--- src/rtl/bshift_unit.sv ---
module bshift_unit #(
  parameter int W       = 8,
  parameter bit OUT_REG = 1'b1
) (
  input  logic         clk,
  input  logic         rst_n,
  input  logic [W-1:0] data_in,
  input  logic [$clog2(W):0] ctrl,
  input  logic         rot_en,
  output logic [W-1:0] result
);
  localparam int SW = $clog2(W);

  logic [W-1:0] lv [SW+1];
  logic [W-1:0] rv [SW+1];
  logic [W-1:0] res_c;
  logic         go_left;

  assign go_left = ctrl[SW];
  assign lv[0]   = data_in;
  assign rv[0]   = data_in;

  for (genvar s = 0; s < SW; s++) begin : g_stage
    localparam int D = 1 << s;
    logic [D-1:0] lfill, rfill;
    assign lfill = rot_en ? lv[s][W-1:W-D] : '0;
    assign rfill = rot_en ? rv[s][D-1:0]   : {D{rv[s][W-1]}};
    assign lv[s+1] = ctrl[s] ? {lv[s][W-1-D:0], lfill} : lv[s];
    assign rv[s+1] = ctrl[s] ? {rfill, rv[s][W-1:D]}   : rv[s];
  end

  assign res_c = go_left ? lv[SW] : rv[SW];

  if (OUT_REG) begin : g_reg
    always_ff @(posedge clk or negedge rst_n) begin
      if (!rst_n) result <= '0;
      else        result <= res_c;
    end

    AST_ZERO_PASS: assert property (@(posedge clk) disable iff (!rst_n)
      (ctrl[SW-1:0] == '0) |=> (result == $past(data_in)));
    AST_LEFT_ZERO_FILL: assert property (@(posedge clk) disable iff (!rst_n)
      (go_left && !rot_en && ctrl[SW-1:0] != '0) |=> (result[0] == 1'b0));
    AST_SIGN_KEPT: assert property (@(posedge clk) disable iff (!rst_n)
      (!go_left && !rot_en) |=> (result[W-1] == $past(data_in[W-1])));
    AST_ROT_ONES: assert property (@(posedge clk) disable iff (!rst_n)
      rot_en |=> ($countones(result) == $countones($past(data_in))));
    AST_ROTR_ONES: assert property (@(posedge clk) disable iff (!rst_n)
      (rot_en && !go_left) |=> ($countones(result) == $countones($past(data_in))));
    AST_RESET_CLEAR: assert property (@(posedge clk)
      !rst_n |-> (result == '0));
  end else begin : g_comb
    assign result = res_c;
  end
endmodule

--- config.mk ---
export PLATFORM = sky130hd
export DESIGN_NAME = bshift_unit
export DESIGN_NICKNAME = d
export VERILOG_FILES = /design/src/rtl/bshift_unit.sv
export SDC_FILE = /design/constraint.sdc
export NUM_CORES = 1
export LEC_CHECK = 0
export ABC_AREA = 1
export CORE_ASPECT_RATIO = 0.8
export CORE_MARGIN = 3
export CORE_UTILIZATION = 45
export DETAILED_ROUTE_END_ITERATION = 10
export GPL_TIMING_DRIVEN = 1
export PLACE_DENSITY = 0.74
export SYNTH_ARGS = -nofsm -noshare
export SYNTH_HDL_FRONTEND = slang
export SYNTH_SLANG_ARGS = --single-unit
--- constraint.sdc ---
create_clock -name clk -period 0.8 [get_ports clk]
set_input_delay 0.12 -clock clk [delete_from_list [all_inputs] [get_ports clk]]
set_output_delay 0.12 -clock clk [all_outputs]
set_load 0.1 [all_outputs]
* Word level (Yosys, flattened, before mapping)
Cells that the tools add are included. Widths: inputs -> output; s select.
Storage, ports and cells: register bits after elaboration 8, bits in latches 0, word-level logic and storage cells 14, memories kept 0, memory bits (read-only) 0, RAM bits 0
Operators by class: muxes and demuxes 13, divide/modulo/power cells 0, magnitude comparators 0, add/subtract/negate cells 0, multiply operators 0, shifts and indexed selects 0, reductions and logical operators 0, bitwise gates (word level) 0, equal/unequal tests 0
Operators by type and width (number):
- $mux 8 | 7
- $mux 4 | 2
- $mux 2 | 2
- $mux 1 | 2

* Depth between registers and ports, before layout
Gate-level depths: netlist of run 1.
word-level depth 7, mapped depth 9

* Least setup slack after synthesis of run 1
No wires, ideal clock.
path type register to output, start reg result[0], end out result[0], stages on the path, launching flop included 1, buffers on the path 0, path slack -0.203 ns, data arrival time 0.883 ns, path through dfrtp_1
RTL lines:
- start: declaration | line 10 | output logic [W-1:0] result
- start signal: assignment | line 37 | else result <= res_c;
No word-level cell between the ends.

* Final worst setup path of run 1
start reg result[0], end out result[0]
No word-level cell between the ends.

==> summary.txt, run 1 <==
Global routing
  – Via count of the first global-routing pass: around 1200
  – Total Routing Usage GR: 28.7%
  – Remaining global-route overflow: 0
  – Largest net degree at the start of global routing: 11
  – Initial antenna violation count: 0
  – First-pass GRT wire length: 5660 um

Critical path
  – Max Fanout on Critical Path: 1
  – CP Buf/Inv Count: 1
  – Worst path cell trace: buf_12
  – Max incr delay on CP: between 0.4 and 0.5 ns
  – Type of origin of the critical path: flip-flop
  – CP max-delay cell: dfrtp_2
  – Critical path arrival: between 0.8 and 0.9 ns
  – WS Path Type: flip-flop to output pin
  – Crit end category: output pin
  – Delay-heaviest family, CP: flip-flops
  – Required time worst endpoint: around 0.68 ns

Route
  – DRT antenna net count: 0
  – Met3 WL post-DR: 408 um
  – Drt drc: 0
  – Final wirelength: 4090 um
  – Via count: roughly 1400
  – Drt pass-1 iters: 5
  – 1st-iter DRT viols: 108
  – WL met2: 1940 um
  – Wire per inst: about 18 um
  – Via/cell ratio: about 6.5
  – Met1 WL: about 1400 um
  – Uppermost layer routed: met4

CTS
  – Clock Tree Buf Depth: 2
  – Setup Fix Bufs, Post-CTS: 0
  – H-tree levels: 1
  – TritonCTS clock tree: built
  – CTS root buffer: clkbuf_4
  – CTS Buf Count: 3
  – Clock-pin slew on the worst setup and hold paths: roughly 0.05 ns
  – Hold_buf cts: 0
  – CTS Sinks: 8

Layout
  – FF+latch area: 210 um2
  – Largest register FFs: 8
  – Core Util, Final: 87.2%
  – Commonest non-fill, non-tap cells in the layout: 48 x nand2_1, 38 x nand3_1, 27 x nand2_2
  – Commonest non-fill, non-tap cell in the layout: nand2_1
  – Syn-to-layout area delta: 68.8%
  – Top Registers: result (8)
  – Largest Register: result
  – Antenna diodes: 0
  – Nets@finish: 217
  – Final cell count without fillers: 222
  – Layout cells sized above 1: 51.5%
  – Area of the multi-input gates: 763 um2
  – Fillers: 84

Floorplanning
  – Die width: ~56 um
  – IO Count: 23
  – Die ar.: ~2600 um2
  – Die height: around 46 um
  – Starting density of the core: 51.6%
  – Floorplan core area: between 1500 and 2000 um2
  – Site Rows: 13

Power
  – Switching share of power: 47.7%
  – LEAKAGE: 0.000806 uW
  – Clk pwr share: 14.4%
  – Reg power frac: a little under a quarter
  – Psw: 1020 uW
  – Maximum vdd drop: 1.55 mV
  – Internal power component: between 1000 and 1500 uW
  – Comb pwr share: 61.9%
  – PD cells: roughly 1400 nW/um2

Synth
  – Cell Area, Synth: 907 um2
  – Syn avg cell area: 5.63 um2
  – Synth area leader: nand2_1
  – Synth warnings: 0
  – Syn nets: roughly 180
  – Cells after Synth: 161
  – Count of state elements after synthesis: 8
  – Yosys top cell area share: about a third
  – Seq/Total Area, Yosys: 22.1%
  – Synth area leaders: nand2_1 32%, nand3_1 27%, dfrtp_1 22%
  – Unique cell type count in the Yosys netlist: 19

Timing
  – Fin crit share: 120%
  – Final hold viol count: 0
  – Worst slew pin tran: roughly 0.26 ns
  – Fin crit period: 0.960 ns
  – Slew Limit Fails: 0
  – Unrepaired setup endpoints after global routing: yes
  – Slew headroom: 82.4%
  – Final Setup Violations: 13
  – Setup_tns: -1.35 ns
  – Max Freq: 1.04 GHz
  – Final worst slack: -0.160 ns

Placement
  – HPWL Detailed: 2670 um
  – Dpl cells: between 200 and 250
  – GP Congestion: around 0.9
  – Port bufs: 22
  – Setup WS pre-CTS: -0.765 ns

Run status
  – Failing checks: setup timing
  – Status: complete, but fails checks

Flow run
  – Max Cap Violations: 0

Hold path
  – Worst hold path class: input pin to async pin
-- Yosys cell counts --
master	instances
clkbuf_4	1
inv_2	2
a21oi_1	2
inv_1	6
nand2_1	77
buf_4	1
nand3_2	1
nand2_4	1
o21ai_0	1
nor2_1	2
buf_2	1
dfrtp_1	8
o211ai_1	1
buf_6	4
and2_1	1
o21ai_1	1
nand2_2	1
nand3_1	49
o21ai_2	1
-- per-stage QoR --
stage          total power, uW  hold WS [ns]  cell area, um2
2_1_floorplan             1200        -0.176             920
3_3_place_gp              1650         0.448            1360
3_5_place_dp              1680         0.456            1360
4_1_cts                   2010         0.194            1420
5_1_grt                   2220         0.193            1530
6_report                  2130         0.192            1530
-- cell families (layout without fill, tap and decap cells) --
logic type	Yosys count	after routing	synth area share [%]
buf+inv	15	54	10.5
compound gates	6	6	4.00
flops	8	8	22.1
simple gates	132	132	63.5
-- metal layers --
layer  up-vias  GRT usage [%]
li1        610              -
met1       656           35.8
met2       136           49.0
met3        38           7.00
met4         0           10.9
met5         -              0
-- power by group through the flow --
stage / clock network, uW / logic, uW / registers [uW]
5_1_grt: 336 / 1370 / 506
6_report: 307 / 1320 / 504
4_1_cts: 310 / 1200 / 504
3_5_place_dp: 0 / 1170 / 512
2_1_floorplan: 0 / 355 / 844
3_3_place_gp: 0 / 1140 / 508
-- final cells by class --
type | count | area share [%]
tap | 22 | 1.80
clock buffer | 3 | 1.47
multi-input combinational | 138 | 49.8
sequential | 8 | 13.7
inverter | 8 | 2.61
timing repair inverter | 1 | 0.490
timing repair buffer | 42 | 30.1
-- worst paths after layout --
kind,cells past startpoint,from,endpoint
worst max-delay path,1,result[0]$_DFF_PN0_,result[0]
worst min-delay path,2,rst_n,result[1]$_DFF_PN0_
max in group asynchronous,2,rst_n,result[2]$_DFF_PN0_
min in group clk,4,ctrl[3],result[4]$_DFF_PN0_
-- timing repair --
action / CTS / global route
resized for setup: 49 / 53
hold endpoints to repair: 0 / 0
cloned: 1 / 0
pin swaps: 13 / 20
setup endpoints to repair: 16 / 16
No activity file was read; power rests on OpenSTA's default activity.
==> inputs of run 2 (changes only) <==
--- a/config.mk
+++ b/config.mk
@@ -9,6 +9,7 @@
 export CORE_ASPECT_RATIO = 0.8
 export CORE_MARGIN = 3
 export CORE_UTILIZATION = 45
+export CTS_CLUSTER_DIAMETER = 150
 export DETAILED_ROUTE_END_ITERATION = 10
 export GPL_TIMING_DRIVEN = 1
 export PLACE_DENSITY = 0.74
==> constraint.sdc (replaced) <==
create_clock -name clk -period 1.17 [get_ports clk]
set_input_delay 0.1755 -clock clk [delete_from_list [all_inputs] [get_ports clk]]
set_output_delay 0.1755 -clock clk [all_outputs]
set_load 0.1 [all_outputs]
==> summary.txt, run 2 (synthesized netlist as in run 1, its figures left out) <==
Run status
  – Status: finished, final reports clean

CTS
  – Clock Tree Buf Depth: 2
  – Clock-pin slew on the worst setup and hold paths: around 0.060 ns
  – CTS root buffer: clkbuf_4
  – Hold_buf cts: 0
  – H-tree levels: 1
  – CTS Sinks: 8
  – Setup Fix Bufs, Post-CTS: 0
  – TritonCTS clock tree: built
  – CTS Buf Count: 3

Critical path
  – Max Fanout on Critical Path: 8
  – Crit end category: flip-flop
  – Required time worst endpoint: 1.31 ns
  – CP Buf/Inv Count: 3
  – Max incr delay on CP: 0.49 ns
  – Critical Path End: result[3]$_DFF_PN0_
  – Most used cell, CP: nand2_1
  – Type of origin of the critical path: input pin
  – WP depth: 7
  – WS Path Type: input pin to flip-flop
  – Crit. Startpoint: ctrl[2]
  – Delay-heaviest family, CP: buffers and inverters
  – Critical path arrival: 1.21 ns
  – Worst path cell trace: clkdlybuf4s50_1 > inv_1 > buf_4 > nand3_1 > nand2_1 > nand2_1 > nand2_1
  – CP max-delay cell: clkdlybuf4s50_1

Timing
  – Max Freq: 0.935 GHz
  – Setup_tns: 0 ns
  – Final Setup Violations: 0
  – Hold WS: approximately 0.22 ns
  – Slew headroom: 72.0%
  – Unrepaired setup endpoints after global routing: yes
  – Worst slew pin tran: 0.419 ns
  – Final worst slack: 0.100 ns
  – Fin crit period: 1.07 ns
  – Final hold viol count: 0
  – Fin crit share: 91.5%
  – Slew Limit Fails: 0

Layout
  – Core Util, Final: 74.6%
  – Fillers: 139
  – Layout cells sized above 1: a little under a fifth
  – Top Registers: result (8)
  – Commonest non-fill, non-tap cells in the layout: 74 x nand2_1, 49 x nand3_1, 14 x buf_4
  – Area of the multi-input gates: 623 um2
  – Commonest non-fill, non-tap cell in the layout: nand2_1
  – Syn-to-layout area delta: 44.6%
  – Largest register FFs: 8
  – Largest Register: result
  – Antenna diodes: 0
  – Final cell count without fillers: 215
  – FF+latch area: about 200 um2
  – Nets@finish: 210

Global routing
  – Initial antenna violation count: 0
  – Largest net degree at the start of global routing: 17
  – Via count of the first global-routing pass: between 1000 and 1500
  – Total Routing Usage GR: 23.5%
  – Remaining global-route overflow: 0
  – First-pass GRT wire length: 4790 um

Placement
  – HPWL Detailed: 2430 um
  – Setup WS pre-CTS: -0.435 ns
  – Dpl cells: ~210
  – Port bufs: 22
  – GP Congestion: roughly 0.86

Floorplanning
  – Starting density of the core: 51.6%
  – Floorplan core area: ~1800 um2
  – Die width: 56.2 um
  – Die ar.: between 2000 and 3000 um2
  – Die height: between 40 and 50 um
  – Site Rows: 13
  – IO Count: 23

Hold path
  – Worst hold path class: input pin to async pin

Power
  – LEAKAGE: 0.000740 uW
  – PD cells: 1020 nW/um2
  – Maximum vdd drop: about 0.93 mV

Route
  – Drt drc: 0
  – Final wirelength: 2970 um
  – Wire per inst: 13.8 um
  – Drt pass-1 iters: 5
  – Via count: 1259
  – DRT antenna net count: 0
  – Via/cell ratio: 5.86
  – 1st-iter DRT viols: 95

Flow run
  – Max Cap Violations: 0
==> run 2: metal layers <==
layer	GRT usage, %	part of all wire [%]	vias to the layer above
met5	0	0	-
met4	2.84	0.27	0
met3	6.16	8.7	2
met2	42.0	48	73
met1	29.7	43	586
li1	-	-	598
==> run 2: area by class of cell <==
cell class	instances	area share (%)
Sequential cell	8	15.3
Tap cell	22	2.10
Inverter	8	2.48
Multi-Input combinational cell	138	47.5
Timing Repair Buffer	36	30.9
Clock buffer	3	1.72
==> run 2: worst min-delay path by stage <==
stage	depth (start not counted)	startpoint	endpoint
final	1	rst_n	result[1]$_DFF_PN0_
after CTS	1	rst_n	result[4]$_DFF_PN0_
after global routing	1	rst_n	result[4]$_DFF_PN0_
after global placement	1	rst_n	result[1]$_DFF_PN0_
after detailed placement	1	rst_n	result[1]$_DFF_PN0_
after floorplan	0	rst_n	result[0]$_DFF_PN0_
==> run 2: metrics by stage <==
stage | area (um2) | power, uW
floorplan | 907 | 811
global placement | 1270 | 1090
detailed placement | 1270 | 1110
CTS | 1300 | 1330
global route | 1310 | 1400
finish | 1310 | 1330
==> run 2: power by group <==
group          internal, uW  total, uW  switching [uW]
registers               310        339            29.3
clock network           118        218            99.9
logic                   283        776             493
total                   711       1330             622
==> run 2: repair_timing <==
| action | CTS | global route |
|---|---|---|
| endpoints found under the hold margin | 0 | 0 |
| setup endpoints to repair | 8 | 8 |
| cloned | 0 | 0 |
| gates resized for setup | 4 | 9 |
